File: src/rtl/gpr_pkg.sv
package gpr_pkg;
  localparam int unsigned GPR_COUNT = 32;
  localparam int unsigned GPR_WIDTH = 32;
  localparam int unsigned GPR_IDX_W = $clog2(GPR_COUNT);
  localparam int unsigned GPR_RD_PORTS = 2;

  typedef logic [GPR_WIDTH-1:0] gpr_word_t;
  typedef logic [GPR_IDX_W-1:0] gpr_idx_t;
endpackage

File: src/rtl/gpr_wr_decode.sv
module gpr_wr_decode
  import gpr_pkg::*;
(
  input  logic               wr_en_i,
  input  gpr_idx_t           wr_idx_i,
  output logic [GPR_COUNT-1:1] sel_o
);
  // index 0 has no select line: writes to it are dropped
  for (genvar g = 1; g < GPR_COUNT; g++) begin : g_sel
    assign sel_o[g] = wr_en_i && (wr_idx_i == gpr_idx_t'(g));
  end
endmodule

File: src/rtl/gpr_storage.sv
module gpr_storage
  import gpr_pkg::*;
(
  input  logic                 clk_i,
  input  logic                 rst_ni,
  input  logic [GPR_COUNT-1:1] sel_i,
  input  gpr_word_t            wr_data_i,
  output gpr_word_t            regs_o [GPR_COUNT]
);
  assign regs_o[0] = '0;

  for (genvar g = 1; g < GPR_COUNT; g++) begin : g_reg
    gpr_word_t q;
    // falling-edge commit: value is ready for the next high phase
    always_ff @(negedge clk_i or negedge rst_ni) begin
      if (!rst_ni)      q <= '0;
      else if (sel_i[g]) q <= wr_data_i;
    end
    assign regs_o[g] = q;
  end
endmodule

File: src/rtl/gpr_rd_port.sv
module gpr_rd_port
  import gpr_pkg::*;
(
  input  gpr_word_t regs_i [GPR_COUNT],
  input  gpr_idx_t  idx_i,
  output gpr_word_t data_o
);
  always_comb data_o = regs_i[idx_i];
endmodule

File: src/rtl/gpr_file.sv
module gpr_file
  import gpr_pkg::*;
(
  input  logic                 clk_i,
  input  logic                 rst_ni,
  input  logic                 wr_en_i,
  input  logic [GPR_IDX_W-1:0] wr_idx_i,
  input  logic [GPR_WIDTH-1:0] wr_data_i,
  input  logic [GPR_IDX_W-1:0] rd_a_idx_i,
  output logic [GPR_WIDTH-1:0] rd_a_data_o,
  input  logic [GPR_IDX_W-1:0] rd_b_idx_i,
  output logic [GPR_WIDTH-1:0] rd_b_data_o
);
  logic [GPR_COUNT-1:1] sel;
  gpr_word_t            regs [GPR_COUNT];
  gpr_idx_t             rd_idx  [GPR_RD_PORTS];
  gpr_word_t            rd_data [GPR_RD_PORTS];

  gpr_wr_decode u_dec (
    .wr_en_i (wr_en_i),
    .wr_idx_i(wr_idx_i),
    .sel_o   (sel)
  );

  gpr_storage u_store (
    .clk_i    (clk_i),
    .rst_ni   (rst_ni),
    .sel_i    (sel),
    .wr_data_i(wr_data_i),
    .regs_o   (regs)
  );

  assign rd_idx[0] = rd_a_idx_i;
  assign rd_idx[1] = rd_b_idx_i;

  for (genvar p = 0; p < GPR_RD_PORTS; p++) begin : g_rd
    gpr_rd_port u_rd (
      .regs_i(regs),
      .idx_i (rd_idx[p]),
      .data_o(rd_data[p])
    );
  end

  assign rd_a_data_o = rd_data[0];
  assign rd_b_data_o = rd_data[1];
endmodule

File: config.mk
export PLATFORM = sky130hd
export DESIGN_NAME = gpr_file
export DESIGN_NICKNAME = d
export VERILOG_FILES = /design/src/rtl/gpr_pkg.sv /design/src/rtl/gpr_wr_decode.sv /design/src/rtl/gpr_storage.sv /design/src/rtl/gpr_rd_port.sv /design/src/rtl/gpr_file.sv
export SDC_FILE = /design/constraint.sdc
export NUM_CORES = 2
export LEC_CHECK = 0
export CAP_MARGIN = 30
export CORE_MARGIN = 2
export CORE_UTILIZATION = 50
export DETAILED_ROUTE_END_ITERATION = 7
export DONT_BUFFER_PORTS = 1
export GPL_ROUTABILITY_DRIVEN = 0
export PLACE_DENSITY = 0.77
export SLEW_MARGIN = 20
export SYNTH_ARGS = -nofsm -noshare
export SYNTH_HDL_FRONTEND = slang
export SYNTH_SLANG_ARGS = --single-unit
File: constraint.sdc
create_clock -name clk_i -period 1.6 [get_ports clk_i]
set_input_delay 0.08 -clock clk_i [delete_from_list [all_inputs] [get_ports clk_i]]
set_output_delay 0.08 -clock clk_i [all_outputs]
set_load 0.01 [all_outputs]
# == Word-level counts from Yosys, hierarchy flattened ==
# Index checks and enable logic that the tools add are counted.
# W data, S select, Z words.
# totals
ff_bits,992
inputBits,50
out_inout_bits,64
wordCells,103
# classes
order_cmp,2
n_eq_ne,31
muxes,6
bitwise,2
n_reduce_logical,31
# op_table
operator,n
$bmux W32 S5,2
$mux W32,4
$eq A5 B5 Y1 const B,16
$eq A5 B4 Y1 const B,8
$logic_and A1 B1 Y1,31
$eq A5 B3 Y1 const B,4
$ge A6 B6 Y1 const B,2
$not A5 Y6,2
$eq A5 B2 Y1 const B,2
$eq A5 B1 Y1 const B,1

# == Depth between registers and ports, before layout ==
# logic_depth
word_depth,4
depth_mapped,9
depth_no_buf,4

# == By module ==
# Synthesis repeated with hierarchy kept, for this count alone.
# unflattened
hier_cells,4599
hier_area_um2,57452.6
# modules_own_cells
mod,instances,cells_each,area_per_inst_um2,seq_area_each_um2
gpr_storage,1,2237,39451.6,24823.8
gpr_rd_port,2,1158,8887.3,0.0
gpr_wr_decode,1,46,226.5,0.0

==> flow_summary.yaml <==
run_status:
  status: "finished, violations left"
  violations_in_the_final_reports: "slew limit, setup timing"
cts:
  cts_tree: "built"
  clock_insertion_delay_worst_skew_ps: 650
  cts_bufs_inserted: 107
  clk_pin_slew_worst_paths_ps: 50
  clock_sink_count: 992
  clockBufferDepth: 3
  clock_tree_root_driver_cell: "clkbuf_16"
  maximum_level_of_the_cts_h_tree: 3
synthesis:
  synth_top_cell_area_share: 0.4660
  synth_enable_flop_cells: 0
  yosys_most_used_dff: "dfrtn_1"
  syn-cell-area_um2: 53270
  synth_cell_types: 30
  gate_count_of_the_mapped_netlist: 3605
  async_flop_share: 1.000
  postSynthRegisterBits: 992
  synth_warnings: 0
  yosysMostFrequentCell: "mux2_2"
  netlist_top_cells_count: "1017 x mux2_2, 992 x dfrtn_1, 384 x mux4_2"
  avgSynthCellArea_um2: 14.78
  seq_area_frac_synth: 0.4660
  synth.top_cells.by_area: "dfrtn_1 47%, mux2_2 21%, mux4_2 16%, mux2i_1 3.6%, a22o_1 3.2%"
  yosysTopAreaCell: "dfrtn_1"
  synth_fp_nets: 3655
sta:
  postLayoutSetupSlackWorst_ps: -1675
  setup-tns-final_ps: -106600
  worst-slew-pin-transition_ps: 1761
  grt_setup_unrepaired: "true"
  worst_slew_margin_rel: -0.1739
  timing.final.hold_violations: 0
  finalClockSkew_ps: 0
  drv_slew: 113
  holdWs_ps: 71.04
  setup-violations-final: 336
floorplan:
  floorplan.die_area_um2: 109200
  die_height_um: 330.4
  floorplan.io_pins: 114
  fp.coreArea_um2: 105400
  fp-row-count: 119
  floorplan.initialDensity: 0.5053
  die_width_um: 330.4
global_routing:
  globalRoute.totalOverflow: 0
  first_pass_grt_wire_length_um: 241600
  grtUsageTotal: 0.2984
  grt_max_degree: 290
  vias_in_the_first_global_route: 37060
  grt_antenna_before_repair: 2
final_layout:
  multi_input_area_um2: 28220
  fillerInstances: 7519
  finish.instance_area_um2: 63580
  num_antenna_cells: 0
  largest_reg_flops: 992
  ff_latch_area_um2: 24820
  largest-register: "u_store.g.q"
  num-nets-final: 3768
  area.growth.synth_to_final_pct: 19.35
  reg_top3: "u_store.g.q x992"
  post_route_cells_drive_above_1_share: 0.5799
place:
  placement.cell_area_um2: 57140
  detailed_place_hpwl_um: 91550
  place.port_buffers: 0
  detailedPlace.worstSlack_ps: -1404
detailed_routing:
  drt_iter0_drc: 3714
  drtPass1Iterations: 5
  routed_via_density: 6.866
  route.detailed.wl_per_inst_um: 32.63
  drt.antenna.violating_nets: 0
  remaining_drc_errors: 0
  routed_wl_um: 169800
  dr_total_vias: 35730
worst_setup_path:
  critical_path_peak_fanout: 3
  cp_arrival_ps: 3190
  critPathKind: "reg -> out"
  critPathLaunchType: "flop"
  critPathRequiredTime_ps: 1520
  worst_setup_path_end_kind: "output port"
power:
  worst_vdd_ir_uv: 1065
  powerDensity_nw_per_um2: 1217
  static-leakage-power_nw: 27.89
  report.power.total_mw: 77.37
job:
  maxCapViolCount: 0
worst_hold_path:
  type_of_the_most_critical_hold_path: "in -> async"
[report_power, final]
part           internal [mW]  switching (mW)  leakage, nW
Sequential              30.5            3.62         12.7
Clock                   15.7            11.0         1.89
Combinational           10.9            5.65         13.3
[timing repair]
item	4_1_cts	5_1_grt
setup endpoints to repair	630	443
gates cloned	8	28
buffers inserted	30	24
hold endpoints to repair	10	0
gates resized for setup	179	150
hold buffers	1	0
pin swaps	130	65
[cell families after synthesis]
group | share of synthesized area
multiplexers | 0.4217
AO/OA/AOI/OAI | 0.06314
buffers and inverters | 0.03561
AND/OR/NAND/NOR | 0.01358
flip-flops | 0.4660
[cell usage in the layout, fill, tap and decap left out, types with 3 or more instances in the layout]
| master | instances |
|---|---|
| o21ai_2 | 52 |
| o21ai_1 | 10 |
| dfrtn_1 | 992 |
| clkbuf_1 | 16 |
| nand2_2 | 8 |
| buf_16 | 14 |
| o22ai_1 | 64 |
| nor2_4 | 14 |
| o31ai_2 | 41 |
| a22o_1 | 192 |
| nor2b_4 | 9 |
| buf_4 | 252 |
| clkinv_2 | 28 |
| clkbuf_16 | 129 |
| bufinv_16 | 13 |
| a211oi_2 | 15 |
| buf_12 | 85 |
| a211oi_1 | 49 |
| or3_4 | 3 |
| buf_6 | 33 |
| mux4_2 | 384 |
| o31ai_4 | 18 |
| mux2i_1 | 192 |
| and2_1 | 64 |
| inv_16 | 3 |
| mux2_1 | 10 |
| nand2_8 | 4 |
| mux2_4 | 146 |
| nand4b_1 | 3 |
| clkbuf_8 | 27 |
| o31ai_1 | 5 |
| clkinvlp_4 | 4 |
| inv_6 | 4 |
| mux2_2 | 900 |
[per-layer routing]
layer,share of wire,GRT usage
met3,0.10,0.07402
met4,0.048,0.1327
met1,0.38,0.3944
met5,0.00016,0
met2,0.47,0.4700
[worst max-delay path, cell delays in order (launching register included)]
cell and delay (ps):
dfrtn_1 380, mux2_2 290, a22o_1 200, a211oi_1 400
buf_4 230, o31ai_4 100, buf_6 150
[cell type report]
cell class	instances	share of cell area
Sequential cell	992	0.3905
Inverter	2	0.0001181
Clock buffer	150	0.04891
Timing Repair Buffer	410	0.07851
Tap cell	1391	0.02738
Multi-Input combinational cell	2205	0.4438
Clock inverter	54	0.01082
[path summary, 6_finish.rpt]
check,startpoint,endpoint,slack (ps),depth (start not counted)
max,u_store.g_reg[3].q[1],rd_a_data_o[1],-1670,6
min,rst_ni,u_store.g_reg[27].q[29],70,1
max reg2reg,u_store.g_reg[29].q[6],u_store.g_reg[29].q[6],460,4
min reg2reg,u_store.g_reg[28].q[10],u_store.g_reg[28].q[10],460,1
max in group asynchronous,rst_ni,u_store.g_reg[27].q[21],200,3
min in group clk_i,wr_data_i[5],u_store.g_reg[28].q[5],250,1
[per-stage QoR]
stage,cells,util
floorplan,3605,-
global placement,4918,0.5405
detailed placement,4924,0.5421
CTS,5156,0.5895
global route,5204,0.6031
finish,5204,0.6031
(Power assumes the default switching activity.)
